### src/rtl/fcs_pkg.sv
package fcs_pkg;
    parameter int FCS_W = 32;

    localparam int CMD_WORDS   = 16;
    localparam int REG_WORDS   = 4;
    localparam int DESC_STRIDE = 16;
    localparam int QUEUE_BYTES = 64;
    localparam int WORD_BYTES  = 4;
    localparam int ALIGN_BYTES = 8;

    typedef logic [FCS_W-1:0] word_t;

    typedef enum logic [2:0] {
        PH_IDLE,
        PH_DIV,
        PH_DESC,
        PH_CMD,
        PH_REG
    } phase_e;

    typedef struct packed {
        word_t cmd_base;
        word_t ctrl_base;
        word_t fifo_base;
        word_t fifo_bytes;
        word_t ptr1;
        word_t ptr2;
        word_t cnt1;
        word_t cnt2;
        word_t prog;
        word_t aligned;
    } chan_cfg_t;

    function automatic word_t round_up8(word_t v);
        return (v + word_t'(ALIGN_BYTES - 1)) & ~word_t'(ALIGN_BYTES - 1);
    endfunction

    // (lines * 16) / 8 expressed as a shift
    function automatic word_t lines_to_qwords(word_t n);
        return n << 1;
    endfunction
endpackage

### src/rtl/fcs_linediv.sv
module fcs_linediv
    import fcs_pkg::*;
#(
    parameter int W = FCS_W
) (
    input  logic         clk,
    input  logic         rst,
    input  logic         go,
    input  logic [W-1:0] num,
    input  logic [W-1:0] den,
    output logic         fin,
    output logic [W-1:0] quot
);
    localparam int CW = $clog2(W + 1);

    logic [W:0]    rem;
    logic [W-1:0]  dvs;
    logic [CW-1:0] left;
    logic          run;
    logic [W:0]    shifted;

    assign shifted = {rem[W-1:0], quot[W-1]};

    always_ff @(posedge clk) begin
        if (rst) begin
            rem  <= '0;
            dvs  <= '0;
            left <= '0;
            run  <= 1'b0;
            fin  <= 1'b0;
            quot <= '0;
        end else begin
            fin <= 1'b0;
            if (go) begin
                rem  <= '0;
                dvs  <= den;
                left <= CW'(W);
                if (den == '0 || den > num) begin
                    quot <= '0;
                    run  <= 1'b0;
                    fin  <= 1'b1;
                end else begin
                    quot <= num;
                    run  <= 1'b1;
                end
            end else if (run) begin
                if (shifted >= {1'b0, dvs}) begin
                    rem  <= shifted - {1'b0, dvs};
                    quot <= {quot[W-2:0], 1'b1};
                end else begin
                    rem  <= shifted;
                    quot <= {quot[W-2:0], 1'b0};
                end
                left <= left - CW'(1);
                if (left == CW'(1)) begin
                    run <= 1'b0;
                    fin <= 1'b1;
                end
            end
        end
    end


    div_rem_chk: assert property (@(posedge clk) disable iff (rst)
        run |-> rem < {1'b0, dvs});
endmodule

### src/rtl/fcs_wordgen.sv
module fcs_wordgen
    import fcs_pkg::*;
(
    input  phase_e    phase,
    input  word_t     idx,
    input  chan_cfg_t cfg,
    input  word_t     lines,
    input  word_t     desc_addr,
    input  word_t     desc_data,
    output word_t     addr,
    output word_t     data
);
    word_t tbl_base;
    assign tbl_base = cfg.ctrl_base + word_t'(QUEUE_BYTES);

    always_comb begin
        addr = '0;
        data = '0;
        case (phase)
            PH_DESC: begin
                addr = desc_addr;
                data = desc_data;
            end
            PH_CMD: begin
                addr = cfg.cmd_base + (idx << 2);
                case (idx)
                    word_t'(0): data = cfg.prog;
                    word_t'(1): data = tbl_base;
                    word_t'(2): data = lines_to_qwords(lines);
                    word_t'(3): data = cfg.ctrl_base;
                    word_t'(4): data = word_t'(QUEUE_BYTES / WORD_BYTES);
                    default:    data = '0;
                endcase
            end
            PH_REG: begin
                case (idx[1:0])
                    2'd0: begin addr = cfg.ptr1; data = cfg.fifo_base; end
                    2'd1: begin addr = cfg.ptr2; data = tbl_base; end
                    2'd2: begin addr = cfg.cnt1; data = (cfg.aligned >> 3) - word_t'(1); end
                    default: begin addr = cfg.cnt2; data = lines_to_qwords(lines); end
                endcase
            end
            default: begin
                addr = '0;
                data = '0;
            end
        endcase
    end
endmodule

### src/rtl/fcs_seq.sv
module fcs_seq
    import fcs_pkg::*;
(
    input  logic      clk,
    input  logic      rst,
    input  logic      start,
    input  chan_cfg_t cfg_in,
    input  logic      div_fin,
    input  word_t     div_quot,
    input  logic      wr_ready,
    output logic      div_go,
    output phase_e    phase,
    output chan_cfg_t cfg,
    output word_t     idx,
    output word_t     lines,
    output word_t     desc_addr,
    output word_t     desc_data,
    output logic      wr_valid,
    output logic      busy,
    output logic      done,
    output logic      err
);
    logic accept;

    assign div_go   = (phase == PH_IDLE) && start;
    assign wr_valid = (phase == PH_DESC) || (phase == PH_CMD) || (phase == PH_REG);
    assign busy     = (phase != PH_IDLE);
    assign accept   = wr_valid && wr_ready;

    always_ff @(posedge clk) begin
        if (rst) begin
            phase     <= PH_IDLE;
            cfg       <= '0;
            idx       <= '0;
            lines     <= '0;
            desc_addr <= '0;
            desc_data <= '0;
            done      <= 1'b0;
            err       <= 1'b0;
        end else begin
            done <= 1'b0;
            case (phase)
                PH_IDLE: begin
                    if (start) begin
                        cfg   <= cfg_in;
                        err   <= 1'b0;
                        phase <= PH_DIV;
                    end
                end
                PH_DIV: begin
                    if (div_fin) begin
                        lines     <= div_quot;
                        err       <= (div_quot == '0);
                        desc_addr <= cfg.ctrl_base + word_t'(QUEUE_BYTES);
                        desc_data <= cfg.fifo_base;
                        idx       <= '0;
                        phase     <= (div_quot == '0) ? PH_CMD : PH_DESC;
                    end
                end
                PH_DESC: begin
                    if (accept) begin
                        desc_addr <= desc_addr + word_t'(DESC_STRIDE);
                        desc_data <= desc_data + cfg.aligned;
                        if (idx == lines - word_t'(1)) begin
                            idx   <= '0;
                            phase <= PH_CMD;
                        end else begin
                            idx <= idx + word_t'(1);
                        end
                    end
                end
                PH_CMD: begin
                    if (accept) begin
                        if (idx == word_t'(CMD_WORDS - 1)) begin
                            idx   <= '0;
                            phase <= PH_REG;
                        end else begin
                            idx <= idx + word_t'(1);
                        end
                    end
                end
                PH_REG: begin
                    if (accept) begin
                        if (idx == word_t'(REG_WORDS - 1)) begin
                            idx   <= '0;
                            phase <= PH_IDLE;
                            done  <= 1'b1;
                        end else begin
                            idx <= idx + word_t'(1);
                        end
                    end
                end
                default: phase <= PH_IDLE;
            endcase
        end
    end


    desc_idx_chk: assert property (@(posedge clk) disable iff (rst)
        (phase == PH_DESC) |-> (idx < lines));


    err_no_desc_chk: assert property (@(posedge clk) disable iff (rst)
        err |-> (phase != PH_DESC));


    cmd_idx_chk: assert property (@(posedge clk) disable iff (rst)
        (phase == PH_CMD) |-> (idx < word_t'(CMD_WORDS)));


    done_quiet_chk: assert property (@(posedge clk) disable iff (rst)
        done |-> !wr_valid);
endmodule

### src/rtl/fifo_chan_setup.sv
module fifo_chan_setup
    import fcs_pkg::*;
#(
    parameter int LEN_W = 16
) (
    input  logic             clk,
    input  logic             rst,
    input  logic             start,
    input  logic [FCS_W-1:0] cmd_base,
    input  logic [FCS_W-1:0] ctrl_base,
    input  logic [FCS_W-1:0] fifo_base,
    input  logic [FCS_W-1:0] fifo_bytes,
    input  logic [FCS_W-1:0] ptr1_reg,
    input  logic [FCS_W-1:0] ptr2_reg,
    input  logic [FCS_W-1:0] cnt1_reg,
    input  logic [FCS_W-1:0] cnt2_reg,
    input  logic [LEN_W-1:0] line_bytes,
    input  logic [FCS_W-1:0] prog_addr,
    output logic             wr_valid,
    output logic [FCS_W-1:0] wr_addr,
    output logic [FCS_W-1:0] wr_data,
    input  logic             wr_ready,
    output logic             busy,
    output logic             done,
    output logic             err
);
    chan_cfg_t cfg_in, cfg;
    phase_e    phase;
    word_t     idx, lines, desc_addr, desc_data, div_quot;
    logic      div_go, div_fin;

    always_comb begin
        cfg_in.cmd_base   = cmd_base;
        cfg_in.ctrl_base  = ctrl_base;
        cfg_in.fifo_base  = fifo_base;
        cfg_in.fifo_bytes = fifo_bytes;
        cfg_in.ptr1       = ptr1_reg;
        cfg_in.ptr2       = ptr2_reg;
        cfg_in.cnt1       = cnt1_reg;
        cfg_in.cnt2       = cnt2_reg;
        cfg_in.prog       = prog_addr;
        cfg_in.aligned    = round_up8(word_t'(line_bytes));
    end

    fcs_linediv #(.W(FCS_W)) u_div (
        .clk  (clk),
        .rst  (rst),
        .go   (div_go),
        .num  (cfg_in.fifo_bytes),
        .den  (cfg_in.aligned),
        .fin  (div_fin),
        .quot (div_quot)
    );

    fcs_seq u_seq (
        .clk       (clk),
        .rst       (rst),
        .start     (start),
        .cfg_in    (cfg_in),
        .div_fin   (div_fin),
        .div_quot  (div_quot),
        .wr_ready  (wr_ready),
        .div_go    (div_go),
        .phase     (phase),
        .cfg       (cfg),
        .idx       (idx),
        .lines     (lines),
        .desc_addr (desc_addr),
        .desc_data (desc_data),
        .wr_valid  (wr_valid),
        .busy      (busy),
        .done      (done),
        .err       (err)
    );

    fcs_wordgen u_gen (
        .phase     (phase),
        .idx       (idx),
        .cfg       (cfg),
        .lines     (lines),
        .desc_addr (desc_addr),
        .desc_data (desc_data),
        .addr      (wr_addr),
        .data      (wr_data)
    );


    hold_stable_chk: assert property (@(posedge clk) disable iff (rst)
        (wr_valid && !wr_ready) |=> (wr_valid && $stable(wr_addr) && $stable(wr_data)));


    done_pulse_chk: assert property (@(posedge clk) disable iff (rst)
        done |=> !done);


    valid_busy_chk: assert property (@(posedge clk) disable iff (rst)
        wr_valid |-> busy);
endmodule

### config.mk
export PLATFORM = sky130hd
export DESIGN_NAME = fifo_chan_setup
export DESIGN_NICKNAME = d
export VERILOG_FILES = /design/src/rtl/fcs_pkg.sv /design/src/rtl/fcs_linediv.sv /design/src/rtl/fcs_wordgen.sv /design/src/rtl/fcs_seq.sv /design/src/rtl/fifo_chan_setup.sv
export SDC_FILE = /design/constraint.sdc
export NUM_CORES = 1
export LEC_CHECK = 0
export ABC_AREA = 1
export CAP_MARGIN = 15
export CORE_UTILIZATION = 25
export CTS_BUF_LIST = sky130_fd_sc_hd__clkbuf_8
export DETAILED_ROUTE_END_ITERATION = 8
export SYNTH_ARGS = -nofsm -noshare
export SYNTH_HDL_FRONTEND = slang
export SYNTH_SLANG_ARGS = --single-unit
export TNS_END_PERCENT = 1
### constraint.sdc
create_clock -name clk -period 8.2 [get_ports clk]
set_input_delay 2.05 -clock clk [delete_from_list [all_inputs] [get_ports clk]]
set_output_delay 2.05 -clock clk [all_outputs]
set_load 0.05 [all_outputs]
==> results.sh <==
export IMPL_synth_area_sq_um=28700
export IMPL_worst_pin_slew_ns=1.18
export IMPL_finalCritPeriodShare_pct=83.8
export IMPL_hold_buffers=0
export IMPL_row_count=123
export IMPL_place_area_sq_um=33700
export IMPL_synth_cells=4398
export IMPL_syn_area_per_cell_sq_um=6.52
export IMPL_synth_largest_area_cell="dfxtp_1"
export IMPL_fp_coreArea_sq_um=113000
export IMPL_io_pins=376
export IMPL_synth_area_leaders="dfxtp_1 (33%), nand2_1 (13%), a21oi_1 (8.7%), o21ai_0 (7.5%), nand3_1 (5.8%)"
export IMPL_dieWidth_um=341
export IMPL_finalMaxSlewViolations=0
export IMPL_chipHeight_um=341
export IMPL_nets=5055
export IMPL_antenna_found_initial=5
export IMPL_insertion_delay_ns=0.75
export IMPL_cts_root_buffer_cell="clkbuf_8"
export IMPL_dp_cells=6069
export IMPL_yosysWarnings=0
export IMPL_port_buffers=375
export IMPL_stdcell_area_sq_um=35600
export IMPL_synth_common_cells="nand2_1 (1001), a21oi_1 (499), dfxtp_1 (475)"
export IMPL_post_cts_setup_buffers=0
export IMPL_grt_overflow_total=0
export IMPL_track_usage_pct=24.2
export IMPL_synth_most_common_cell="nand2_1"
export IMPL_fin_skew_ns=0.0374
export IMPL_grt_pass1_vias=30500
export IMPL_syn_num_nets=4791
export IMPL_cts_buffer_depth=3
export IMPL_gp_congestion=1.06
export IMPL_place_hpwl_um=112000
export IMPL_area_delta_synth_final_pct=24.1
export IMPL_wirelength_um=145000
export IMPL_cts_tree="done"
export IMPL_hold_violations=0
export IMPL_cts_htree_levels=3
export IMPL_grt_max_degree=163
export IMPL_crit_arrival_ns=4.82
export IMPL_status="complete, no violations"
export IMPL_finalSetupViolations=0
export IMPL_async_flop_share_pct=0
export IMPL_cp_max_fo=27
export IMPL_synth_edf_count=0
export IMPL_final_setup_tns_ns=0
export IMPL_dr_pass1_iters=6
export IMPL_cts_resized=0
export IMPL_vias_per_cell=5.21
export IMPL_yosysTopAreaCellShare_pct=33.2
export IMPL_vias=32500
export IMPL_holdCritPathClass="flip-flop to flip-flop"
export IMPL_vdd_drop_max_v=0.000167
export IMPL_stdcell_count=6228
export IMPL_p_leak_uw=0.0138
export IMPL_dr_first_iter_drc_count=3379
export IMPL_drive_gt1_share_pct=4.99
export IMPL_timing_slew_headroom_pct=20.6
export IMPL_ys_ff_latch=475
export IMPL_fin_crit_ns=6.87
export IMPL_startpoint_type="flip-flop"
export IMPL_endpoint_kind="output port"
export IMPL_synth_ff_type="dfxtp_1"
export IMPL_start_util_pct=25.3
export IMPL_p_per_area_nw_per_um2=327
export IMPL_numCtsBuffers=90
export IMPL_ant_nets=0
export IMPL_max_cap_violations=0
export IMPL_dieArea_sq_um=116000
export IMPL_path_class="flip-flop to output port"
export IMPL_rsz0062_at_grt="false"
export IMPL_ys_types=56
export IMPL_grt_pass1_wl_um=209000
export IMPL_wl_per_cell_um=23.3
export IMPL_route_detailed_drc=0
export IMPL_cts_sinks=475
export IMPL_seq_area_frac_synth_pct=33.2
export IMPL_worstPathRequired_ns=6.15
export IMPL_clkTransAtPathRegs_ns=0.06
export IMPL_fmax_ghz=0.146
export IMPL_worst_hold_slack_ns=0.464
[critical path, cell delays in order (launching register included)]
cell             delay, ns
dfxtp_1               0.40
or2_0                 0.23
nor4_1                0.21
nand2_1               0.22
nor2_4                0.21
nand2_2               0.31
nand2_2               0.24
nor3_1                0.09
nor2_4                0.68
nand2_1               0.22
nand3_1               0.37
clkdlybuf4s50_1       0.89
[metal layers]
layer	track usage, %	part of all wire [%]	up-vias
li1	-	-	15300
met1	32.0	43	15200
met2	37.5	44	1621
met3	5.38	9.4	252
met4	10.5	4.5	2
met5	0	0.0089	-
[metrics by stage]
step | setup slack (ns) | util (%) | total power, uW
after floorplan | 3.11 | - | 6980
after global routing | 1.11 | 31.5 | 12400
after CTS | 1.29 | 31.4 | 11500
after global placement | 2.11 | 29.8 | 9000
final | 1.33 | 31.5 | 11600
after detailed placement | 2.09 | 29.8 | 9000
[cells in the final DEF (no fill, tap or decap), types with 15 or more instances in the layout]
| cell | synthesis | layout |
|---|---|---|
| or2_2 | 19 | 19 |
| inv_1 | 445 | 459 |
| nand4_1 | 56 | 56 |
| clkdlybuf4s50_1 | 0 | 374 |
| dfxtp_1 | 475 | 475 |
| o2111ai_1 | 15 | 15 |
| xor2_1 | 85 | 85 |
| clkbuf_8 | 0 | 111 |
| nand3_1 | 335 | 335 |
| nor4_1 | 22 | 22 |
| a21oi_1 | 499 | 499 |
| a31oi_1 | 16 | 16 |
| xnor2_1 | 29 | 29 |
| o221ai_1 | 38 | 38 |
| buf_4 | 5 | 35 |
| nor2_1 | 311 | 309 |
| o21ai_0 | 432 | 432 |
| nor3_1 | 59 | 59 |
| clkinv_2 | 0 | 15 |
| nand2_1 | 1001 | 1000 |
| o22ai_1 | 34 | 34 |
| ha_1 | 82 | 80 |
| o211ai_1 | 80 | 80 |
[area by class of cell]
cell class / count / area, sq um
Antenna cell: 3 / 7.51
Clock buffer: 111 / 1530
Clock inverter: 44 / 342
Fill cell: 12400 / 77500
Inverter: 456 / 1720
Multi-Input combinational cell: 3226 / 16500
Sequential cell: 475 / 9510
Tap cell: 1500 / 1880
Timing Repair Buffer: 413 / 4090
[sequential cells by signal, indices dropped and copies added (netlist names)]
name	cells
u_seq.idx	32
u_seq.lines	32
u_seq.phase	3
u_div.run	1
u_seq.desc_addr	32
u_seq.err	1
u_seq.desc_data	32
u_div.rem	32
u_div.fin	1
u_seq.cfg	270
u_div.left	6
u_seq.done	1
u_div.quot	32
[logic make-up after synthesis]
group,Yosys count,synth area share [%]
and+or+nand+nor,1835,27.1
buffers and inverters,697,9.36
xor gates and xnor gates,114,3.48
DFF,475,33.2
AOI/OAI and AO/OA,1192,23.1
adders and majority gates,85,3.79
[power by group]
part	leakage, uW	total, uW	internal (uW)	switching, uW
Combinational	0.00891	5610	1730	3880
Sequential	0.00389	3540	2850	687
Clock	0.00104	2500	1350	1150
Total	0.0138	11600	5930	5710
[worst paths after layout]
| check | end | startpoint | slack [ns] | depth (start not counted) |
|---|---|---|---|---|
| max | wr_data[15] | u_seq.idx[19]$_SDFFE_PP0P_ | 1.33 | 11 |
| min | u_seq.cfg[135]$_SDFFE_PP0P_ | u_seq.cfg[135]$_SDFFE_PP0P_ | 0.46 | 2 |
| max reg2reg | u_seq.lines[0]$_SDFFE_PP0P_ | u_seq.phase[2]$_SDFFE_PP0P_ | 3.76 | 11 |
| min reg2reg | u_seq.cfg[135]$_SDFFE_PP0P_ | u_seq.cfg[135]$_SDFFE_PP0P_ | 0.46 | 2 |
No activity file was read; power rests on OpenSTA's default activity.
